==> src/rtl/seeprom_pkg.sv <==
package seeprom_pkg;
   // Control register field positions (software decodes these)
   localparam int unsigned CTL_W    = 8;
   localparam int unsigned BIT_DI   = 0;
   localparam int unsigned BIT_DO   = 1;
   localparam int unsigned BIT_SK   = 2;
   localparam int unsigned BIT_CS   = 3;
   localparam int unsigned BIT_RDY  = 4;
   localparam int unsigned BIT_REQ  = 5;
   localparam int unsigned BIT_XREQ = 6;
   localparam int unsigned BIT_XACK = 7;

   typedef enum logic [1:0] {
      ARB_IDLE = 2'd0,
      ARB_WAIT = 2'd1,
      ARB_OWN  = 2'd2
   } arb_state_e;

   typedef struct packed {
      logic cs;
      logic sk;
      logic dout;
   } pin_set_t;
endpackage

==> src/rtl/seeprom_arb_fsm.sv <==
module seeprom_arb_fsm
   import seeprom_pkg::*;
(
   input  logic clk,
   input  logic rst_n,
   input  logic wr_en,
   input  logic wr_req,
   input  logic mem_busy,
   output logic req_q,
   output logic grant_q,
   output logic grant_nxt
);
   arb_state_e state_q, state_d;

   always_comb begin
      state_d = state_q;
      if (wr_en && !wr_req) begin
         state_d = ARB_IDLE;
      end else begin
         unique case (state_q)
            ARB_IDLE: if (wr_en && wr_req) state_d = ARB_WAIT;
            ARB_WAIT: if (!mem_busy)       state_d = ARB_OWN;
            ARB_OWN:                       state_d = ARB_OWN;
            default:                       state_d = ARB_IDLE;
         endcase
      end
   end

   always_ff @(posedge clk or negedge rst_n) begin
      if (!rst_n) state_q <= ARB_IDLE;
      else        state_q <= state_d;
   end

   assign req_q     = (state_q != ARB_IDLE);
   assign grant_q   = (state_q == ARB_OWN);
   assign grant_nxt = (state_d == ARB_OWN);
endmodule

==> src/rtl/seeprom_settle_timer.sv <==
module seeprom_settle_timer #(
   parameter int unsigned SETTLE_CYC = 40,
   parameter int unsigned CNT_W      = 6
) (
   input  logic clk,
   input  logic rst_n,
   input  logic clear,
   input  logic restart,
   output logic busy
);
   localparam logic [CNT_W-1:0] LOAD = CNT_W'(SETTLE_CYC);
   logic [CNT_W-1:0] cnt_q;

   always_ff @(posedge clk or negedge rst_n) begin
      if (!rst_n)               cnt_q <= '0;
      else if (clear)           cnt_q <= '0;
      else if (restart)         cnt_q <= LOAD;
      else if (cnt_q != '0)     cnt_q <= cnt_q - 1'b1;
   end

   assign busy = (cnt_q != '0);
endmodule

==> src/rtl/seeprom_pin_drv.sv <==
module seeprom_pin_drv
   import seeprom_pkg::*;
#(
   parameter int unsigned SYNC_STAGES = 2
) (
   input  logic     clk,
   input  logic     rst_n,
   input  logic     wr_en,
   input  pin_set_t wr_pins,
   input  logic     grant_nxt,
   input  logic     ee_di,
   output pin_set_t shadow_q,
   output pin_set_t pins_q,
   output logic     di_sync
);
   pin_set_t shadow_d;

   assign shadow_d = wr_en ? wr_pins : shadow_q;

   always_ff @(posedge clk or negedge rst_n) begin
      if (!rst_n) begin
         shadow_q <= '0;
         pins_q   <= '0;
      end else begin
         shadow_q <= shadow_d;
         pins_q   <= grant_nxt ? shadow_d : '0;
      end
   end

   generate
      if (SYNC_STAGES == 0) begin : g_nosync
         assign di_sync = ee_di;
      end else begin : g_sync
         logic [SYNC_STAGES-1:0] chain_q;
         always_ff @(posedge clk or negedge rst_n) begin
            if (!rst_n) chain_q <= '0;
            else        chain_q <= {chain_q[SYNC_STAGES-2:0], ee_di};
         end
         assign di_sync = chain_q[SYNC_STAGES-1];
      end
   endgenerate
endmodule

==> src/rtl/seeprom_port_arb.sv <==
module seeprom_port_arb
   import seeprom_pkg::*;
#(
   parameter int unsigned CLK_PERIOD_PS = 20000,
   parameter int unsigned SETTLE_PS     = 800000,
   parameter int unsigned SYNC_STAGES   = 2
) (
   input  logic       clk,
   input  logic       rst_n,
   input  logic       wr_en,
   input  logic [7:0] wr_data,
   output logic [7:0] rd_data,
   input  logic       mem_busy,
   output logic       ee_port_sel,
   output logic       ext_arb_req,
   input  logic       ext_arb_ack,
   output logic       ee_cs,
   output logic       ee_sk,
   output logic       ee_do,
   input  logic       ee_di
);
   localparam int unsigned SETTLE_CYC = (SETTLE_PS + CLK_PERIOD_PS - 1) / CLK_PERIOD_PS;
   localparam int unsigned CNT_W      = $clog2(SETTLE_CYC + 1);

   initial begin
      if (CLK_PERIOD_PS == 0) $error("CLK_PERIOD_PS must be non-zero");
      if (SETTLE_CYC < 1)     $error("settle time must cover at least one cycle");
      if (SYNC_STAGES == 1 || SYNC_STAGES > 4) $error("SYNC_STAGES must be 0, 2, 3 or 4");
   end

   logic     req_q, grant_q, grant_nxt, timer_busy, di_sync, xreq_q;
   pin_set_t wr_pins, shadow_q, pins_q;

   assign wr_pins = '{cs: wr_data[BIT_CS], sk: wr_data[BIT_SK], dout: wr_data[BIT_DO]};

   seeprom_arb_fsm u_fsm (
      .clk       (clk),
      .rst_n     (rst_n),
      .wr_en     (wr_en),
      .wr_req    (wr_data[BIT_REQ]),
      .mem_busy  (mem_busy),
      .req_q     (req_q),
      .grant_q   (grant_q),
      .grant_nxt (grant_nxt)
   );

   seeprom_settle_timer #(.SETTLE_CYC(SETTLE_CYC), .CNT_W(CNT_W)) u_timer (
      .clk     (clk),
      .rst_n   (rst_n),
      .clear   (!grant_nxt),
      .restart (wr_en && grant_q && wr_data[BIT_REQ]),
      .busy    (timer_busy)
   );

   seeprom_pin_drv #(.SYNC_STAGES(SYNC_STAGES)) u_pins (
      .clk       (clk),
      .rst_n     (rst_n),
      .wr_en     (wr_en),
      .wr_pins   (wr_pins),
      .grant_nxt (grant_nxt),
      .ee_di     (ee_di),
      .shadow_q  (shadow_q),
      .pins_q    (pins_q),
      .di_sync   (di_sync)
   );

   always_ff @(posedge clk or negedge rst_n) begin
      if (!rst_n)     xreq_q <= 1'b0;
      else if (wr_en) xreq_q <= wr_data[BIT_XREQ];
   end

   always_comb begin
      rd_data           = '0;
      rd_data[BIT_XACK] = ext_arb_ack;
      rd_data[BIT_XREQ] = xreq_q;
      rd_data[BIT_REQ]  = req_q;
      rd_data[BIT_RDY]  = grant_q && !timer_busy;
      rd_data[BIT_CS]   = shadow_q.cs;
      rd_data[BIT_SK]   = shadow_q.sk;
      rd_data[BIT_DO]   = shadow_q.dout;
      rd_data[BIT_DI]   = grant_q && di_sync;
   end

   assign ee_port_sel = grant_q;
   assign ext_arb_req = xreq_q;
   assign ee_cs       = pins_q.cs;
   assign ee_sk       = pins_q.sk;
   assign ee_do       = pins_q.dout;
endmodule

==> config.mk <==
export PLATFORM = sky130hd
export DESIGN_NAME = seeprom_port_arb
export DESIGN_NICKNAME = d
export VERILOG_FILES = /design/src/rtl/seeprom_pkg.sv /design/src/rtl/seeprom_arb_fsm.sv /design/src/rtl/seeprom_settle_timer.sv /design/src/rtl/seeprom_pin_drv.sv /design/src/rtl/seeprom_port_arb.sv
export SDC_FILE = /design/constraint.sdc
export NUM_CORES = 1
export LEC_CHECK = 0
export BUFFER_PORTS_ARGS = -buffer_cell sky130_fd_sc_hd__buf_4
export CELL_PAD_IN_SITES_DETAIL_PLACEMENT = 0
export CELL_PAD_IN_SITES_GLOBAL_PLACEMENT = 1
export CORE_AREA = 8 8 55 57
export CTS_CLUSTER_SIZE = 8
export DETAILED_ROUTE_END_ITERATION = 10
export DIE_AREA = 0 0 63 65
export PLACE_DENSITY = 0.83
export SKIP_CTS_REPAIR_TIMING = 1
export SYNTH_ARGS = -nofsm -noshare
export SYNTH_HDL_FRONTEND = slang
export SYNTH_SLANG_ARGS = --single-unit
==> constraint.sdc <==
create_clock -name clk -period 2.6 [get_ports clk]
set_input_delay 0.26 -clock clk [delete_from_list [all_inputs] [get_ports clk]]
set_output_delay 0.26 -clock clk [all_outputs]
set_load 0.005 [all_outputs]
==> qor.log, run 1 <==
qor: power_and_ir_drop.max-vdd-ir-drop 0.5366 mV
qor: routing.drt-vias-per-instance 4.630
qor: critical_path.cpPeakStageDelay 480 ps
qor: sta.final_max_slew_viol_count 0
qor: placed_design.gp_routability_congestion 0.8674
qor: routing.detailroute.via_count 551
qor: die.die-area 0.004095 mm²
qor: final_layout.area_delta_synth_final 24.02%
qor: critical_path.path_cells or3_1 > or2_4 > nor2_1 > buf_4
qor: logic_synthesis.post_synth_mux_area_share 5.651%
qor: global_route.gr-usage-met1 9.447%
qor: logic_synthesis.synth_top_family_by_area simple AND/OR/NAND/NOR gates
qor: sta.final_period_minus_worst_setup_slack 1973 ps
qor: sta.setup_total_negative_slack 0 ps
qor: routing.avgRoutedWirePerCell 13.31 µm
qor: critical_path.worst-setup-path-type reg -> out
qor: routing.drc_errors 0
qor: logic_synthesis.yosys.area_share.xor_xnor 2.198%
qor: clock_network.tritoncts.num_buffers 3
qor: run_status.status completed
qor: clock_network.root_buffer sky130_fd_sc_hd__clkbuf_4
qor: die.floorplan.initialDensity 37.10%
qor: final_layout.drive_above_1_share 34.07%
qor: die.die_y 65 µm
qor: die.ioPinCount 27
qor: global_route.groute.layer.met2.usage 13.57%
qor: logic_synthesis.synth_compound_gate_area_share 9.890%
qor: die.floorplan.core_area 0.002148 mm²
qor: clock_network.clk_pin_slew 100 ps
qor: sta.timing.clock.skew 7.179 ps
qor: logic_synthesis.syn_area_per_cell 11.39 µm²
qor: routing.drt_pre_antenna_iters 2
qor: sta.max_clock_freq 506.7 MHz
qor: routing.antenna_violating_nets_post_route 0
qor: critical_path.critical_path_required 2340 ps
qor: global_route.grt_busiest_layer met2
qor: clock_network.clock_tree.buffer_depth 2
qor: global_route.groute.usage.overall 8.318%
qor: sta.worst_pin_slew 510.1 ps
qor: die.die_width 63 µm
qor: min_path.hold_depth 1
qor: sta.min_period_over_period 75.90%
qor: critical_path.cp_data_arrival_time 1710 ps
qor: placed_design.dp_hpwl 1192 µm
qor: critical_path.cp_capture_type output pin
qor: sta.rsz0062_at_grt no
qor: logic_synthesis.post_synth_inst_count 70
qor: clock_network.cts_tree yes
qor: logic_synthesis.mappedNetlistArea 797.0 µm²
qor: global_route.first_global_vias 598
qor: critical_path.cp-start-kind register
qor: critical_path.regToRegSetupSlack 1110 ps
qor: critical_path.timing.rr.end u_timer.cnt_q[1]
qor: logic_synthesis.synthSimpleGateAreaFrac 19.15%
qor: power_and_ir_drop.power.density 970.8 mW/mm²
qor: global_route.antenna_found_initial 0
qor: min_path.timing.hold.worst_endpoint u_pins.g_sync.chain_q[0]
qor: final_layout.finish.net_count 108
qor: critical_path.worst_path_cell_with_the_longest_stage_delay sky130_fd_sc_hd__or3_1
qor: routing.dr_iter_0_viols 4
qor: global_route.grt_overflow_total 0
qor: sta.slew-limit-headroom 65.92%
qor: logic_synthesis.postSynthNetCount 86
qor: power_and_ir_drop.cellLeakagePower 0.4765 nW
qor: routing.detail_route.wirelength 1584 µm
qor: critical_path.critical_path.top_delay_family simple AND/OR/NAND/NOR gates
qor: critical_path.worst_r2r_start u_timer.cnt_q[2]
qor: placed_design.portBuffers 21
qor: clock_network.clk-insertion-delay-late 290 ps
qor: logic_synthesis.synth.ff_latch_count 17
qor: logic_synthesis.number_of_warning_messages_in_the_yosys_log 0
qor: logic_synthesis.netlist-cell-type-count 28
qor: global_route.grt_max_degree 18
qor: clock_network.numClockSinks 17
qor: job.drv_cap 0
qor: power_and_ir_drop.power 0.9596 mW
qor: global_route.first_pass_grt_wire_length 2691 µm
qor: min_path.hp-start ee_di
qor: critical_path.path_buf_inv 1
qor: logic_synthesis.synth_adder_area_share 3.140%
qor: final_layout.antennaDiodeCount 0
qor: global_route.globalRouteMet3Util 1.890%
qor: logic_synthesis.synth_sequential_area_ratio 53.38%
qor: sta.setup_viol_count_final 0
qor: clock_network.cts_max_level 1
qor: sta.final-hold-violation-count 0
qor: min_path.holdCritPathClass in -> reg
qor: critical_path.critical_path.max_fanout 8
qor: sta.timing.hold.ws 68.93 ps
qor: die.num_rows 17
qor: critical_path.path_depth_of_the_worst_reg2reg_path 3
per-layer routing:
layer	vias to the layer above	part of all wire (%)
met3	2	2.3
li1	279	-
met5	-	0
met2	7	52
met1	263	44
met4	0	1.7
per-stage QoR:
stage / setup WS (ps) / utilization [%] / cell area [µm²] / instances
final: 626.5 / 46.01 / 988.4 / 119
after detailed placement: 959.0 / 44.32 / 952.2 / 114
after global routing: 523.1 / 46.01 / 988.4 / 119
after CTS: 621.0 / 45.54 / 978.4 / 118
after floorplan: 1103 / - / 797.0 / 70
after global placement: 982.4 / 44.32 / 952.2 / 114
state kept, by name, indices dropped and copies added, names as in the netlist:
register / cells
ext_arb_req: 1
u_fsm.state_q: 2
u_timer.cnt_q: 6
u_pins.pins_q: 3
u_pins.shadow_q: 3
u_pins.g_sync.chain_q: 2
cells in the mapped netlist:
| cell | n | area share (%) |
|---|---|---|
| sky130_fd_sc_hd__dfrtp_1 | 17 | 53 |
| sky130_fd_sc_hd__o211a_1 | 1 | 1.3 |
| sky130_fd_sc_hd__buf_6 | 1 | 1.4 |
| sky130_fd_sc_hd__or2_2 | 1 | 0.79 |
| sky130_fd_sc_hd__or3_1 | 1 | 0.79 |
| sky130_fd_sc_hd__nand3_1 | 1 | 0.63 |
| sky130_fd_sc_hd__inv_1 | 4 | 1.9 |
| sky130_fd_sc_hd__nor3_1 | 5 | 3.1 |
| sky130_fd_sc_hd__ha_1 | 2 | 3.1 |
| sky130_fd_sc_hd__nand2b_1 | 4 | 3.1 |
| sky130_fd_sc_hd__a31oi_1 | 1 | 0.79 |
| sky130_fd_sc_hd__o31ai_1 | 2 | 1.9 |
| sky130_fd_sc_hd__a21oi_1 | 1 | 0.63 |
| sky130_fd_sc_hd__or2_4 | 1 | 1.1 |
| sky130_fd_sc_hd__nor2b_1 | 5 | 3.9 |
| sky130_fd_sc_hd__o32a_1 | 1 | 1.3 |
| sky130_fd_sc_hd__o21bai_1 | 1 | 0.94 |
| sky130_fd_sc_hd__a211oi_2 | 1 | 1.6 |
| sky130_fd_sc_hd__buf_4 | 3 | 2.8 |
| sky130_fd_sc_hd__o21ai_0 | 1 | 0.63 |
| sky130_fd_sc_hd__nor2_1 | 4 | 1.9 |
| sky130_fd_sc_hd__nor3b_1 | 2 | 1.9 |
| sky130_fd_sc_hd__nand4b_1 | 1 | 1.1 |
| sky130_fd_sc_hd__o21a_1 | 1 | 0.94 |
| sky130_fd_sc_hd__mux2_2 | 4 | 5.7 |
| sky130_fd_sc_hd__and2_1 | 1 | 0.79 |
| sky130_fd_sc_hd__clkbuf_1 | 1 | 0.47 |
| sky130_fd_sc_hd__xnor2_1 | 2 | 2.2 |
worst max path at each step:
stage,startpoint,end,slack [ps],cells past startpoint
finish,u_timer.cnt_q[2],rd_data[4],630,4
global route,u_timer.cnt_q[2],rd_data[4],520,4
CTS,u_timer.cnt_q[2],rd_data[4],620,4
detailed placement,u_timer.cnt_q[2],rd_data[4],960,4
global placement,u_timer.cnt_q[3],rd_data[4],980,4
floorplan,u_timer.cnt_q[3],rd_data[4],1100,4
cell type report:
cell class              instances  area [µm²]
fillers                       211        1160
multi-input cells              44       319.1
repair buffers                 22       167.7
clock buffers                   4       26.28
flip-flops and latches         17       425.4
inverters                       4       15.01
well taps                      28       35.03
kinds of logic after synthesis:
logic type      after synthesis
mux                           4
fa+ha+maj                     2
flops                        17
buf+inv                       9
simple gates                 26
xor+xnor                      2
compound gates               10
where the power goes:
group | switching [mW] | internal (mW)
Combinational | 0.226 | 0.232
Sequential | 0.0436 | 0.316
Clock | 0.0820 | 0.0596
placed cells by master (no fill, tap or decap), types with 2 or more instances in the layout:
| master | n |
|---|---|
| sky130_fd_sc_hd__nor3_1 | 5 |
| sky130_fd_sc_hd__dfrtp_1 | 17 |
| sky130_fd_sc_hd__nor3b_1 | 2 |
| sky130_fd_sc_hd__nor2_1 | 4 |
| sky130_fd_sc_hd__ha_1 | 2 |
| sky130_fd_sc_hd__xnor2_1 | 2 |
| sky130_fd_sc_hd__buf_4 | 21 |
| sky130_fd_sc_hd__nor2b_1 | 5 |
| sky130_fd_sc_hd__inv_1 | 4 |
| sky130_fd_sc_hd__o31ai_1 | 2 |
| sky130_fd_sc_hd__nand2b_1 | 4 |
| sky130_fd_sc_hd__clkbuf_4 | 3 |
| sky130_fd_sc_hd__mux2_2 | 4 |
Note: power is estimated with default switching activity, not from simulation.
==> run 2: changes to the inputs <==
--- a/config.mk
+++ b/config.mk
@@ -8,11 +8,11 @@
 export BUFFER_PORTS_ARGS = -buffer_cell sky130_fd_sc_hd__buf_4
 export CELL_PAD_IN_SITES_DETAIL_PLACEMENT = 0
 export CELL_PAD_IN_SITES_GLOBAL_PLACEMENT = 1
-export CORE_AREA = 8 8 55 57
+export CORE_AREA = 8 8 59 61
 export CTS_CLUSTER_SIZE = 8
 export DETAILED_ROUTE_END_ITERATION = 10
-export DIE_AREA = 0 0 63 65
-export PLACE_DENSITY = 0.83
+export DIE_AREA = 0 0 67 69
+export PLACE_DENSITY = 0.76
 export SKIP_CTS_REPAIR_TIMING = 1
 export SYNTH_ARGS = -nofsm -noshare
 export SYNTH_HDL_FRONTEND = slang
==> constraint.sdc (replaced) <==
create_clock -name clk -period 1.7 [get_ports clk]
set_input_delay 0.17 -clock clk [delete_from_list [all_inputs] [get_ports clk]]
set_output_delay 0.17 -clock clk [all_outputs]
set_load 0.005 [all_outputs]
==> run 2 against run 1 <==
Compared with the run above:
- register-to-register slack worse by 820 ps
- first-iteration DRC count down 25%
- final area up 8.0%
- combinational power up 93%
- die area up 13%
- sequential share of layout area down 3.2 points
- non-clock buffer count up 6
- setup slack worse by 610 ps
- global-route usage down 0.41 points
- largest power group unchanged
- core utilization down 5.2 points
- clock power up 48%
==> qor.log, run 2 (same netlist as run 1, synthesis figures left out) <==
qor: run_status.status completed [unchanged]
qor: critical_path.worst_r2r_start u_timer.cnt_q[3] [was u_timer.cnt_q[2]]
qor: final_layout.flip_flop_count_of_the_largest_register_all_copies_and_words_added 6 [unchanged]
qor: routing.drt_pre_antenna_iters 2 [unchanged]
qor: final_layout.biggestRegsByFlops u_timer.cnt_q x6, u_pins.pins_q x3, u_pins.shadow_q x3 [unchanged]
qor: final_layout.registers.top_by_ff_count u_timer.cnt_q [unchanged]
qor: global_route.groute.usage.overall 7.912% [was 8.318%]
qor: sta.timing.hold.ws 112.6 ps [was 68.93 ps]
qor: routing.dr_iter_0_viols 3 [was 4]
qor: min_path.holdCritPathClass in -> reg [unchanged]
qor: global_route.first_global_vias 646 [was 598]
qor: global_route.grt_max_degree 18 [unchanged]
qor: sta.setup_viol_count_final 0 [unchanged]
qor: sta.final_period_minus_worst_setup_slack 1681 ps
qor: clock_network.clk-insertion-delay-late 280 ps [was 290 ps]
qor: sta.final_max_slew_viol_count 0 [unchanged]
qor: placed_design.portBuffers 21 [unchanged]
qor: sta.worst_pin_slew 257.3 ps [was 510.1 ps]
qor: clock_network.cts_tree yes [unchanged]
qor: placed_design.gp_routability_congestion 0.7760 [was 0.8674]
qor: power_and_ir_drop.power.density 1540 mW/mm² [was 970.8 mW/mm²]
qor: critical_path.cp-start-kind register [unchanged]
qor: final_layout.finish.net_count 114 [was 108]
qor: job.drv_cap 0 [unchanged]
qor: final_layout.layout.area.seq 425.4 µm² [unchanged]
qor: final_layout.multi_input_comb_area 346.6 µm² [was 319.1 µm²]
qor: placed_design.dp_hpwl 1287 µm [was 1192 µm]
qor: sta.min_period_over_period 98.91%
qor: routing.drc_errors 0 [unchanged]
qor: sta.rsz0062_at_grt yes [was no]
qor: critical_path.worst-setup-path-type reg -> out [unchanged]
qor: critical_path.critical_path_required 1530 ps [was 2340 ps]
qor: global_route.grt_overflow_total 0 [unchanged]
qor: clock_network.clock_tree.buffer_depth 2 [unchanged]
qor: routing.detail_route.wirelength 1761 µm [was 1584 µm]
qor: final_layout.antennaDiodeCount 0 [unchanged]
qor: die.die_y 69 µm [was 65 µm]
qor: routing.avgRoutedWirePerCell 13.76 µm [was 13.31 µm]
qor: routing.drt-vias-per-instance 4.898 [was 4.630]
qor: critical_path.critical_path.max_fanout 3 [was 8]
qor: clock_network.root_buffer sky130_fd_sc_hd__clkbuf_4 [unchanged]
qor: die.floorplan.initialDensity 30.48% [was 37.10%]
qor: sta.final-hold-violation-count 0 [unchanged]
qor: power_and_ir_drop.cellLeakagePower 0.5079 nW [was 0.4765 nW]
qor: critical_path.cp_data_arrival_time 1510 ps [was 1710 ps]
qor: clock_network.tritoncts.num_buffers 3 [unchanged]
qor: placed_design.area_after_detailed_placement 970.9 µm² [was 952.2 µm²]
qor: global_route.first_pass_grt_wire_length 2856 µm [was 2691 µm]
qor: critical_path.timing.critical_path.from u_timer.cnt_q[3] [was u_timer.cnt_q[2]]
qor: final_layout.area_delta_synth_final 33.91% [was 24.02%]
qor: routing.detailroute.via_count 627 [was 551]
qor: critical_path.cp_capture_type output pin [unchanged]
qor: global_route.antenna_found_initial 0 [unchanged]
qor: final_layout.drive_above_1_share 43.30% [was 34.07%]
qor: sta.slew-limit-headroom 82.81% [was 65.92%]
qor: final_layout.layout_common_cells sky130_fd_sc_hd__buf_4, sky130_fd_sc_hd__dfrtp_1, sky130_fd_sc_hd__nor2b_1, sky130_fd_sc_hd__nor3_1, sky130_fd_sc_hd__mux2_2 [was sky130_fd_sc_hd__buf_4, sky130_fd_sc_hd__dfrtp_1, sky130_fd_sc_hd__nor2b_1, sky130_fd_sc_hd__nor3_1]
qor: sta.max_clock_freq 594.7 MHz
qor: final_layout.commonest_non_fill_non_tap_cell_in_the_layout sky130_fd_sc_hd__buf_4 [unchanged]
qor: die.die_width 67 µm [was 63 µm]
qor: clock_network.cts_max_level 1 [unchanged]
qor: min_path.hp-start wr_data[6] [was ee_di]
qor: final_layout.final_cell_area 0.001067 mm² [was 988.4 µm²]
qor: clock_network.numClockSinks 17 [unchanged]
qor: die.ioPinCount 27 [unchanged]
qor: routing.antenna_violating_nets_post_route 0 [unchanged]
qor: clock_network.clk_pin_slew 100 ps [about the same]
qor: final_layout.final.fill_count 283 [was 211]
qor: power_and_ir_drop.max-vdd-ir-drop 0.7991 mV [was 0.5366 mV]
qor: sta.timing.clock.skew 5.656 ps [was 7.179 ps]
qor: die.die-area 0.004623 mm² [was 0.004095 mm²]
qor: die.floorplan.core_area 0.002615 mm² [was 0.002148 mm²]
qor: die.num_rows 19 [was 17]
==> run 2: changes by cell type in the layout (fill, tap and decap cells not counted) <==
cell | before | now
sky130_fd_sc_hd__nor2_2 | 0 | 1
sky130_fd_sc_hd__dlygate4sd3_1 | 1 | 2
sky130_fd_sc_hd__nand2b_4 | 0 | 1
sky130_fd_sc_hd__buf_4 | 21 | 26
sky130_fd_sc_hd__or3_1 | 1 | 0
sky130_fd_sc_hd__or3_4 | 0 | 1
sky130_fd_sc_hd__inv_2 | 0 | 2
sky130_fd_sc_hd__ha_1 | 2 | 1
sky130_fd_sc_hd__ha_4 | 0 | 1
sky130_fd_sc_hd__nor2_1 | 4 | 3
sky130_fd_sc_hd__nand2b_1 | 4 | 3
sky130_fd_sc_hd__inv_1 | 4 | 2
==> run 2: metrics by stage <==
stage                     power (mW)  TNS (ps)  instances  utilization [%]  setup WS [ps]
final                          1.643         0        128            40.81          18.52
after global routing           1.797    -46.81        128            40.81         -46.81
after CTS                      1.533    -128.1        123            38.13         -128.1
after detailed placement       1.315         0        119            37.13          206.2
after global placement         1.298         0        119            37.13          229.1
after floorplan                1.120         0         70                -          293.4
==> run 2: worst paths after layout <==
kind	endpoint	slack [ps]	cells after the start
min in group asynchronous	u_timer.cnt_q[5]	270	2
setup / recovery	rd_data[4]	20	4
hold / removal	ext_arb_req	110	2
setup reg to reg	u_timer.cnt_q[5]	290	4
hold reg to reg	u_pins.g_sync.chain_q[1]	370	0
max in group asynchronous	u_pins.shadow_q[1]	1240	2
==> run 2: worst max-delay path, stage by stage, from the launching register on <==
cell                      delay, ps
sky130_fd_sc_hd__dfrtp_1        410
sky130_fd_sc_hd__or3_4          390
sky130_fd_sc_hd__or2_4          240
sky130_fd_sc_hd__nor2_2          80
sky130_fd_sc_hd__buf_4          110
==> run 2: per-layer routing <==
metal | track usage [%] | part of all wire (%) | vias up
li1 | - | - | 291
met1 | 9.592 | 42 | 313
met2 | 10.74 | 48 | 19
met3 | 3.877 | 8.2 | 4
met4 | 4.884 | 1.7 | 0
met5 | 0 | 0 | -
==> run 2: power breakdown <==
part           internal, mW  switching, mW  leakage (nW)  total, mW
sequential            0.484         0.0663         0.220      0.550
combinational         0.474          0.408         0.273      0.883
clock                0.0911          0.119        0.0150      0.210
==> run 2: final cells by class <==
cell class | instances | area share, %
timing repair buffer | 28 | 20.16
sequential | 17 | 39.86
multi-input combinational | 44 | 32.47
inverter | 4 | 1.407
clock buffer | 4 | 2.462
tap | 31 | 3.634
==> run 3: changes to the inputs <==
--- a/config.mk
+++ b/config.mk
@@ -9,10 +9,11 @@
 export CELL_PAD_IN_SITES_DETAIL_PLACEMENT = 0
 export CELL_PAD_IN_SITES_GLOBAL_PLACEMENT = 1
 export CORE_AREA = 8 8 59 61
+export CTS_CLUSTER_DIAMETER = 50
 export CTS_CLUSTER_SIZE = 8
 export DETAILED_ROUTE_END_ITERATION = 10
 export DIE_AREA = 0 0 67 69
-export PLACE_DENSITY = 0.76
+export PLACE_DENSITY_LB_ADDON = 0.1
 export SKIP_CTS_REPAIR_TIMING = 1
 export SYNTH_ARGS = -nofsm -noshare
 export SYNTH_HDL_FRONTEND = slang
==> run 3 against run 2 <==
Compared with the run above:
- register-to-register slack hardly changed
- clock power about the same
- sequential cell count stayed put
- clock skew shrank 4.5 ps
- routed wire length down 4.0%
- first-iteration DRC count grew to 4.3 times the previous value
- via count shrank 6.2%
- die area unchanged
- sequential power barely moved
- critical path type unchanged
- critical endpoint unchanged
==> qor.log, run 3 (same netlist as run 1, synthesis figures left out) <==
qor: final_layout.layout_common_cells sky130_fd_sc_hd__buf_4, sky130_fd_sc_hd__dfrtp_1, sky130_fd_sc_hd__nor2b_1, sky130_fd_sc_hd__nor3_1, sky130_fd_sc_hd__mux2_2 [unchanged]
qor: min_path.hp-start wr_data[6] [unchanged]
qor: clock_network.tritoncts.num_buffers 3 [unchanged]
qor: die.die_y 69 µm [unchanged]
qor: final_layout.area_delta_synth_final 34.85% [was 33.91%]
qor: critical_path.cp-start-kind register [unchanged]
qor: job.drv_cap 0 [unchanged]
qor: critical_path.cp_data_arrival_time 1520 ps [was 1510 ps]
qor: final_layout.biggestRegsByFlops u_timer.cnt_q x6, u_pins.pins_q x3, u_pins.shadow_q x3 [unchanged]
qor: critical_path.cp-endpoint rd_data[4] [unchanged]
qor: die.floorplan.core_area 0.002615 mm² [unchanged]
qor: clock_network.clk_pin_slew 90 ps [was 100 ps]
qor: sta.final_max_slew_viol_count 0 [unchanged]
qor: routing.drt-vias-per-instance 4.558 [was 4.898]
qor: power_and_ir_drop.cellLeakagePower 0.5134 nW [was 0.5079 nW]
qor: final_layout.final_cell_area 0.001075 mm² [was 0.001067 mm²]
qor: power_and_ir_drop.max-vdd-ir-drop 0.6113 mV [was 0.7991 mV]
qor: clock_network.clk-insertion-delay-late 280 ps [about the same]
qor: routing.detailroute.via_count 588 [was 627]
qor: min_path.hold_depth 2 [unchanged]
qor: critical_path.timing.critical_path.from u_timer.cnt_q[2] [was u_timer.cnt_q[3]]
qor: sta.final_period_minus_worst_setup_slack 1691 ps [was 1681 ps]
qor: critical_path.stages_on_worst_setup_path 4 [unchanged]
qor: placed_design.dp_hpwl 1251 µm [was 1287 µm]
qor: final_layout.commonest_non_fill_non_tap_cell_in_the_layout sky130_fd_sc_hd__buf_4 [unchanged]
qor: critical_path.worst_path_cell_with_the_longest_stage_delay sky130_fd_sc_hd__dfrtp_1 [unchanged]
qor: sta.worst_pin_slew 235.1 ps [was 257.3 ps]
qor: min_path.holdCritPathClass in -> reg [unchanged]
qor: critical_path.cp_capture_type output pin [unchanged]
qor: sta.timing.clock.skew 1.109 ps [was 5.656 ps]
qor: final_layout.antennaDiodeCount 0 [unchanged]
qor: die.die_width 67 µm [unchanged]
qor: routing.drc_errors 0 [unchanged]
qor: routing.drt_pre_antenna_iters 2 [unchanged]
qor: routing.antenna_violating_nets_post_route 0 [unchanged]
qor: critical_path.regToRegSetupSlack 290 ps [about the same]
qor: sta.min_period_over_period 99.45% [was 98.91%]
qor: global_route.grt_max_degree 18 [unchanged]
qor: die.num_rows 19 [unchanged]
qor: critical_path.timing.rr.end u_timer.cnt_q[5] [unchanged]
qor: global_route.groute.usage.overall 7.756% [was 7.912%]
qor: final_layout.registers.top_by_ff_count u_timer.cnt_q [unchanged]
qor: critical_path.path_buf_inv 1 [unchanged]
qor: critical_path.critical_path_required 1530 ps [about the same]
qor: sta.slew-limit-headroom 84.33% [was 82.81%]
qor: routing.avgRoutedWirePerCell 13.11 µm [was 13.76 µm]
qor: final_layout.finish.net_count 115 [was 114]
qor: final_layout.final_core_utilization 41.10% [was 40.81%]
qor: power_and_ir_drop.power.density 1528 mW/mm² [was 1540 mW/mm²]
qor: global_route.gr-usage-met1 9.229% [was 9.592%]
qor: routing.dr_iter_0_viols 13 [was 3]
qor: clock_network.root_buffer sky130_fd_sc_hd__clkbuf_4 [unchanged]
qor: sta.timing.hold.ws 112.2 ps [was 112.6 ps]
qor: critical_path.critical_path.top_delay_family simple AND/OR/NAND/NOR gates [unchanged]
qor: placed_design.gp_routability_congestion 0.7109 [was 0.7760]
qor: clock_network.clock_tree.buffer_depth 2 [unchanged]
qor: global_route.groute.layer.met2.usage 11.70% [was 10.74%]
qor: sta.max_clock_freq 591.5 MHz [was 594.7 MHz]
qor: global_route.grt_busiest_layer met2 [unchanged]
qor: sta.layout_setup_ws 9.284 ps [was 18.52 ps]
qor: die.floorplan.initialDensity 30.48% [unchanged]
qor: sta.final-hold-violation-count 0 [unchanged]
qor: critical_path.worst_r2r_start u_timer.cnt_q[2] [was u_timer.cnt_q[3]]
qor: global_route.grt_overflow_total 0 [unchanged]
qor: critical_path.path_depth_of_the_worst_reg2reg_path 4 [unchanged]
qor: critical_path.cpPeakStageDelay 420 ps [was 410 ps]
qor: final_layout.drive_above_1_share 43.88% [was 43.30%]
qor: clock_network.cts_tree yes [unchanged]
qor: run_status.status completed [unchanged]
qor: die.die-area 0.004623 mm² [unchanged]
qor: global_route.first_global_vias 623 [was 646]
qor: routing.detail_route.wirelength 1691 µm [was 1761 µm]
qor: final_layout.flip_flop_count_of_the_largest_register_all_copies_and_words_added 6 [unchanged]
qor: critical_path.path_cells or3_4 > or2_4 > nor2_2 > buf_4 [unchanged]
qor: global_route.first_pass_grt_wire_length 2842 µm [was 2856 µm]
qor: clock_network.cts_max_level 1 [unchanged]
qor: critical_path.worst-setup-path-type reg -> out [unchanged]
qor: placed_design.area_after_detailed_placement 970.9 µm² [unchanged]
qor: global_route.antenna_found_initial 0 [unchanged]
qor: clock_network.numClockSinks 17 [unchanged]
qor: sta.setup_viol_count_final 0 [unchanged]
qor: placed_design.dp_slack 219.2 ps [was 206.2 ps]
qor: placed_design.portBuffers 21 [unchanged]
qor: global_route.globalRouteMet3Util 3.716% [was 3.877%]
qor: critical_path.critical_path.max_fanout 4 [was 3]
qor: sta.rsz0062_at_grt yes [unchanged]
qor: sta.setup_total_negative_slack 0 ps [unchanged]
qor: die.ioPinCount 27 [unchanged]
## run 3: metrics by stage
step / std cells / power (mW)
6_report: 129 / 1.643
5_1_grt: 129 / 1.803
4_1_cts: 123 / 1.532
3_5_place_dp: 119 / 1.309
3_3_place_gp: 119 / 1.310
2_1_floorplan: 70 / 1.120
## run 3: final cells by class
class                      count  area [µm²]
timing repair buffer          29       222.7
clock buffer                   4       26.28
sequential                    17       425.4
tap                           31       38.79
multi-input combinational     44       346.6
fill                         261        1540
inverter                       4       15.01
## run 3: worst min-delay path by stage
stage | endpoint | slack (ps)
2_1_floorplan | ext_arb_req | -130
6_report | ext_arb_req | 110
3_3_place_gp | u_pins.g_sync.chain_q[0] | 60
3_5_place_dp | u_pins.g_sync.chain_q[0] | 50
4_1_cts | u_pins.shadow_q[0] | -270
5_1_grt | ext_arb_req | 100
## run 3: metal layers
layer / routed length [µm] / up-vias / share of wire (%)
li1: - / 292 / -
met1: 741 / 281 / 44
met2: 820 / 13 / 48
met3: 116 / 2 / 6.9
met4: 12 / 0 / 0.71
met5: 0 / - / 0
## run 3: power by group
group	switching [mW]	internal, mW	total (mW)
Combinational	0.397	0.485	0.882
Clock	0.119	0.0910	0.210
Sequential	0.0669	0.484	0.551
Total	0.583	1.06	1.64
